`src/rtl/abclk_pkg.sv`:
```
package abclk_pkg;

  localparam int CODE_W        = 5;
  localparam int CNT_W         = 9;
  localparam int LAST_DIV_CODE = 17;

  typedef enum logic [1:0] {
    SRC_EXT = 2'd0,
    SRC_DIV = 2'd1,
    SRC_OFF = 2'd2
  } src_kind_e;

  function automatic src_kind_e kind_of(input logic [CODE_W-1:0] code);
    if (code == '0)
      return SRC_EXT;
    else if (code <= CODE_W'(LAST_DIV_CODE))
      return SRC_DIV;
    else
      return SRC_OFF;
  endfunction

  // Ladder: code 1 -> 1; code c >= 2 -> (2 or 3) << ((c-2)/2), alternating base.
  function automatic logic [CNT_W-1:0] divisor_of(input logic [CODE_W-1:0] code);
    logic [CODE_W-1:0] step;
    logic [CNT_W-1:0]  base;
    if (code < CODE_W'(2)) begin
      return CNT_W'(1);
    end
    step = code - CODE_W'(2);
    base = step[0] ? CNT_W'(3) : CNT_W'(2);
    return base << (step >> 1);
  endfunction

endpackage

```
`src/rtl/abclk_rst_sync.sv`:
```
module abclk_rst_sync #(
  parameter int STAGES = 2
) (
  input  logic clk,
  input  logic rst_n_in,
  output logic rst_n_out
);

  logic [STAGES-1:0] chain_q;

  always_ff @(posedge clk or negedge rst_n_in) begin
    if (!rst_n_in) begin
      chain_q <= '0;
    end else begin
      chain_q <= {chain_q[STAGES-2:0], 1'b1};
    end
  end

  assign rst_n_out = chain_q[STAGES-1];

endmodule

```
`src/rtl/abclk_ext_sync.sv`:
```
module abclk_ext_sync #(
  parameter int STAGES = 2
) (
  input  logic clk,
  input  logic rst_n,
  input  logic async_in,
  output logic sync_out
);

  logic [STAGES-1:0] shift_q;
  logic [STAGES-1:0] shift_d;

  always_comb begin
    shift_d = {shift_q[STAGES-2:0], async_in};
  end

  always_ff @(posedge clk or negedge rst_n) begin
    if (!rst_n) begin
      shift_q <= '0;
    end else begin
      shift_q <= shift_d;
    end
  end

  assign sync_out = shift_q[STAGES-1];

endmodule

```
`src/rtl/abclk_div_core.sv`:
```
module abclk_div_core #(
  parameter int CNT_W = 9
) (
  input  logic             clk,
  input  logic             rst_n,
  input  logic             clr,
  input  logic             run,
  input  logic [CNT_W-1:0] divisor,
  output logic [CNT_W-1:0] phase
);

  logic [CNT_W-1:0] cnt_q;
  logic [CNT_W-1:0] cnt_d;
  logic             cnt_en;
  logic             at_end;

  assign at_end = (cnt_q == divisor - CNT_W'(1));
  assign cnt_en = clr | run;

  always_comb begin
    if (clr || !run) begin
      cnt_d = '0;
    end else if (at_end) begin
      cnt_d = '0;
    end else begin
      cnt_d = cnt_q + CNT_W'(1);
    end
  end

  always_ff @(posedge clk or negedge rst_n) begin
    if (!rst_n) begin
      cnt_q <= '0;
    end else if (cnt_en) begin
      cnt_q <= cnt_d;
    end
  end

  assign phase = cnt_q;

  AST_PHASE_IN_RANGE: assert property (@(posedge clk) disable iff (!rst_n)
    (run && !clr) |-> (cnt_q < divisor));

  AST_PHASE_WRAP: assert property (@(posedge clk) disable iff (!rst_n)
    (run && !clr && at_end) |=> (cnt_q == '0));

  AST_CLEAR_ZERO: assert property (@(posedge clk) disable iff (!rst_n)
    clr |=> (cnt_q == '0));

endmodule

```
`src/rtl/abclk_gen.sv`:
```
module abclk_gen
  import abclk_pkg::*;
#(
  parameter int IFACE_ID    = 1,
  parameter int SYNC_STAGES = 2,
  parameter int RST_STAGES  = 2
) (
  input  logic              clk,
  input  logic              rst_n,
  input  logic [CODE_W-1:0] src_code,
  input  logic              ext_bclk1,
  input  logic              ext_bclk2,
  output logic              bclk,
  output logic              bclk_en
);

  localparam logic          USE_EXT2  = (IFACE_ID == 2);
  localparam logic [CODE_W-1:0] CODE_RST = '1;

  logic              arst_n;
  logic              ext_raw;
  logic              ext_s;
  logic [CODE_W-1:0] code_q;
  logic              code_chg;
  src_kind_e         kind;
  logic [CNT_W-1:0]  div_n;
  logic [CNT_W-1:0]  half_n;
  logic [CNT_W-1:0]  phase;
  logic              bclk_q;
  logic              bclk_d;
  logic              en_q;
  logic              en_d;

  abclk_rst_sync #(
    .STAGES (RST_STAGES)
  ) u_rst_sync (
    .clk       (clk),
    .rst_n_in  (rst_n),
    .rst_n_out (arst_n)
  );

  assign ext_raw = USE_EXT2 ? ext_bclk2 : ext_bclk1;

  abclk_ext_sync #(
    .STAGES (SYNC_STAGES)
  ) u_ext_sync (
    .clk      (clk),
    .rst_n    (arst_n),
    .async_in (ext_raw),
    .sync_out (ext_s)
  );

  // Active code register, loaded only on a change
  assign code_chg = (src_code != code_q);

  always_ff @(posedge clk or negedge arst_n) begin
    if (!arst_n) begin
      code_q <= CODE_RST;
    end else if (code_chg) begin
      code_q <= src_code;
    end
  end

  assign kind   = kind_of(code_q);
  assign div_n  = divisor_of(code_q);
  assign half_n = div_n >> 1;

  abclk_div_core #(
    .CNT_W (CNT_W)
  ) u_div_core (
    .clk     (clk),
    .rst_n   (arst_n),
    .clr     (code_chg),
    .run     (kind == SRC_DIV),
    .divisor (div_n),
    .phase   (phase)
  );

  // Output next-state
  always_comb begin
    bclk_d = 1'b0;
    en_d   = 1'b0;
    if (!code_chg) begin
      unique case (kind)
        SRC_DIV: begin
          bclk_d = (div_n == CNT_W'(1)) || (phase < half_n);
          en_d   = (phase == '0);
        end
        SRC_EXT: begin
          bclk_d = ext_s;
          en_d   = ext_s & ~bclk_q;
        end
        default: begin
          bclk_d = 1'b0;
          en_d   = 1'b0;
        end
      endcase
    end
  end

  always_ff @(posedge clk or negedge arst_n) begin
    if (!arst_n) begin
      bclk_q <= 1'b0;
      en_q   <= 1'b0;
    end else begin
      bclk_q <= bclk_d;
      en_q   <= en_d;
    end
  end

  assign bclk    = bclk_q;
  assign bclk_en = en_q;

  AST_CHANGE_QUIET: assert property (@(posedge clk) disable iff (!arst_n)
    code_chg |=> (!bclk_q && !en_q));

  AST_RESERVED_SILENT: assert property (@(posedge clk) disable iff (!arst_n)
    (!code_chg && kind == SRC_OFF) |=> (!bclk_q && !en_q));

  AST_EN_NEEDS_HIGH: assert property (@(posedge clk) disable iff (!arst_n)
    en_q |-> bclk_q);

  AST_RISE_GIVES_EN: assert property (@(posedge clk) disable iff (!arst_n)
    $rose(bclk_q) |-> en_q);

  AST_UNDIVIDED_EVERY: assert property (@(posedge clk) disable iff (!arst_n)
    (!code_chg && code_q == CODE_W'(1)) |=> (bclk_q && en_q));

endmodule

```
`config.mk`:
```
export PLATFORM = sky130hd
export DESIGN_NAME = abclk_gen
export DESIGN_NICKNAME = d
export VERILOG_FILES = /design/src/rtl/abclk_pkg.sv /design/src/rtl/abclk_rst_sync.sv /design/src/rtl/abclk_ext_sync.sv /design/src/rtl/abclk_div_core.sv /design/src/rtl/abclk_gen.sv
export SDC_FILE = /design/constraint.sdc
export NUM_CORES = 1
export LEC_CHECK = 0
export BUFFER_PORTS_ARGS = -buffer_cell sky130_fd_sc_hd__buf_4
export CORE_UTILIZATION = 40
export CTS_CLUSTER_DIAMETER = 50
export DETAILED_ROUTE_END_ITERATION = 7
export HOLD_SLACK_MARGIN = 0.12
export PLACE_DENSITY = 0.58
export RECOVER_POWER = 100
export REMOVE_ABC_BUFFERS = 1
export SKIP_LAST_GASP = 1
export SLEW_MARGIN = 20
export SYNTH_ARGS = -nofsm -noshare
export SYNTH_HDL_FRONTEND = slang
export SYNTH_SLANG_ARGS = --single-unit
```
`constraint.sdc`:
```
create_clock -name clk -period 0.8 [get_ports clk]
set_input_delay 0.24 -clock clk [delete_from_list [all_inputs] [get_ports clk]]
set_output_delay 0.24 -clock clk [all_outputs]
set_load 0.01 [all_outputs]
```
==> reports/summary.txt <==
Max cap viols - 0
WL final - 5.15 mm
Share of post-route cells with drive strength above 1 - 40.9%
Maximum clock path buffer count - 2
Std cell rows - 23
Worst vdd ir - 0.00111 V
Core Util, Final - 64.5%
Hold Violations, Final - 0
R2r startpoint - code_q[1]
Vias in the first global route - 1774
Synth Area per Inst - 8.07 um2
F_max - 341 MHz
Synth top area share - 21.1%
Critical Path AT - 3.09 ns
Area growth from synthesis to layout - 49.9%
Cells after Synth - 221
Failing checks - negative setup slack
Number of I/O pins - 11
R2R Path End - u_div_core.phase[6]
Endpoints failing setup - 13
Crit path capture type - register
Pleak - 1.14 nW
CP Class - reg2reg
Core area - 0.00414 mm2
Hold WC Path Type - in2reg
PortBufs - 9
Synth Flop Type - dfrtp_1
Final slew viol count - 0
Crit Path Max Fanout - 5
Initial DRC count - 132
Die Area - 0.00473 mm2
First-pass GRT wire length - 8.08 mm
Total track usage - 23.4%
Flops & latches, synth - 20
DP HPWL - 3.75 mm
DR pass1 iterations - 4
Hold-critical path endpoint - code_q[1]
Final #Nets - 314
Synth top area cells - dfrtp_1, ha_1, dfstp_2
Clock Tree Root - clkbuf_8
Htree depth - 1
Number of synthesized flops with an enable pin - 0
Register area share after synthesis - 28.4%
Clock skew - 0.00477 ns
Initial core utilization - 43.0%
CTS Buf Count - 3
DRC - 0
Dominant cell type by area after synthesis - dfrtp_1
Worst-path clk slew - 0.08 ns
R2R depth - 13
HP Start - src_code[1]
Yosys Warn Count - 0
Initial antenna violation count - 0
Number of cells after detailed placement - 327
Ant diodes - 0
Power per cell area - 1130 mW/mm2
Largest net degree at the start of global routing - 15
Async set or reset register ratio after synthesis - 100%
Cell Area, Synth - 0.00178 mm2
Final std cells w/o fill - 341
RSZ-0062 raised after global routing - yes
Die height - 68.8 um
ANT nets after route - 0
Worst Path Required - 0.95 ns
Congestion Overflow GR - 0
Status - finished with violations
Wire per inst - 15.1 um
Top cells by count, synth - nand2_1, nor2_1, dfrtp_1
PnR worst setup slack - -2.14 ns
GP Congestion - 0.880
Total number of vias - 1833
Clk_lat worst skew - 0.26 ns
Reg-to-reg slack, setup - -2.14 ns
Unique cell type count in the Yosys netlist - 53
Crit share post-route - 367%
Hold Path Cell Cnt - 2
Critical path startpoint - code_q[1]
CTS tree - yes
Pre-CTS setup slack - -2.25 ns
Vias/cell - 5.38
Placed cell area - 0.00232 mm2
Final instance area - 0.00267 mm2
Fin Hold WS - 0.205 ns
Clk sink count - 20
DIE WIDTH - 68.8 um
Minimum clock period - 2.94 ns
Crit start category - register
Fillers - 368
[worst max-delay path, cell delays in order (launching register included)]
cell and delay, ns:
dfstp_2 0.54, inv_2 0.05, ha_4 0.15, or4_4 0.50
nor2_4 0.12, a21oi_4 0.06, or2_4 0.25, ha_4 0.17
xor2_1 0.16, xnor2_1 0.19, nand4_1 0.19, nor3b_2 0.19
buf_4 0.17, nor3_1 0.06
[per-layer routing]
metal | track usage, % | part of all wire (%)
met1 | 31.2 | 47
met2 | 39.5 | 48
met3 | 2.30 | 3.0
met4 | 8.16 | 1.7
met5 | 0 | 0
[layout by cell type, fill, tap and decap left out, types with 7 or more instances in the layout]
cell,Yosys,final
nor2_1,19,15
inv_1,12,9
o21ai_0,9,8
xor2_1,10,9
a21oi_1,10,7
ha_1,13,7
nand2_1,19,19
nor3_1,10,7
xnor2_1,13,13
dfrtp_1,15,15
buf_4,1,61
[through the flow]
stage | total power, mW | setup TNS [ns]
detailed placement | 1.86 | -23.51
global route | 3.15 | -23.40
finish | 3.01 | -22.33
CTS | 2.99 | -22.95
floorplan | 1.52 | -24.67
global placement | 1.86 | -22.76
[worst max path at each step]
stage,depth (start not counted),endpoint
finish,13,u_div_core.phase[6]
global route,13,u_div_core.phase[6]
CTS,11,bclk
detailed placement,13,u_div_core.phase[6]
global placement,11,bclk
floorplan,12,u_div_core.phase[2]
[cells by family after synthesis]
family,synth area share (%)
compound gates,17.4
xor+xnor,11.3
fa+ha+maj,9.12
buf+inv,6.46
flops,28.4
mux,1.75
other cells,0.210
simple gates,25.3
[power by group]
group | total [mW] | switching (mW) | internal (mW)
combinational | 0.934 | 0.457 | 0.477
clock | 1.01 | 0.340 | 0.668
sequential | 1.07 | 0.0251 | 1.05
[sequential cells by signal, summed over array words and instances (netlist names)]
name                flops
bclk                    1
u_rst_sync.chain_q      2
u_div_core.phase        9
u_ext_sync.shift_q      2
bclk_en                 1
code_q                  5
[timing repair]
| item | 4_1_cts | 5_1_grt |
|---|---|---|
| setup buffers | 3 | 0 |
| setup endpoints to repair | 13 | 13 |
| resized for setup | 33 | 13 |
| pin swaps | 21 | 6 |
| cloned | 1 | 0 |
| endpoints found under the hold margin | 7 | 0 |
| hold buffers | 6 | 0 |
[area by class of cell]
cell class / count / area, um2 / share of cell area (%)
clock buffers: 3 / 41.3 / 1.54
inverters: 12 / 45.0 / 1.69
multi-input cells: 173 / 1360 / 50.8
well taps: 50 / 62.6 / 2.34
flip-flops and latches: 20 / 507 / 19.0
repair buffers: 82 / 628 / 23.5
clock inverters: 1 / 30.0 / 1.12
No activity file was read; power rests on OpenSTA's default activity.
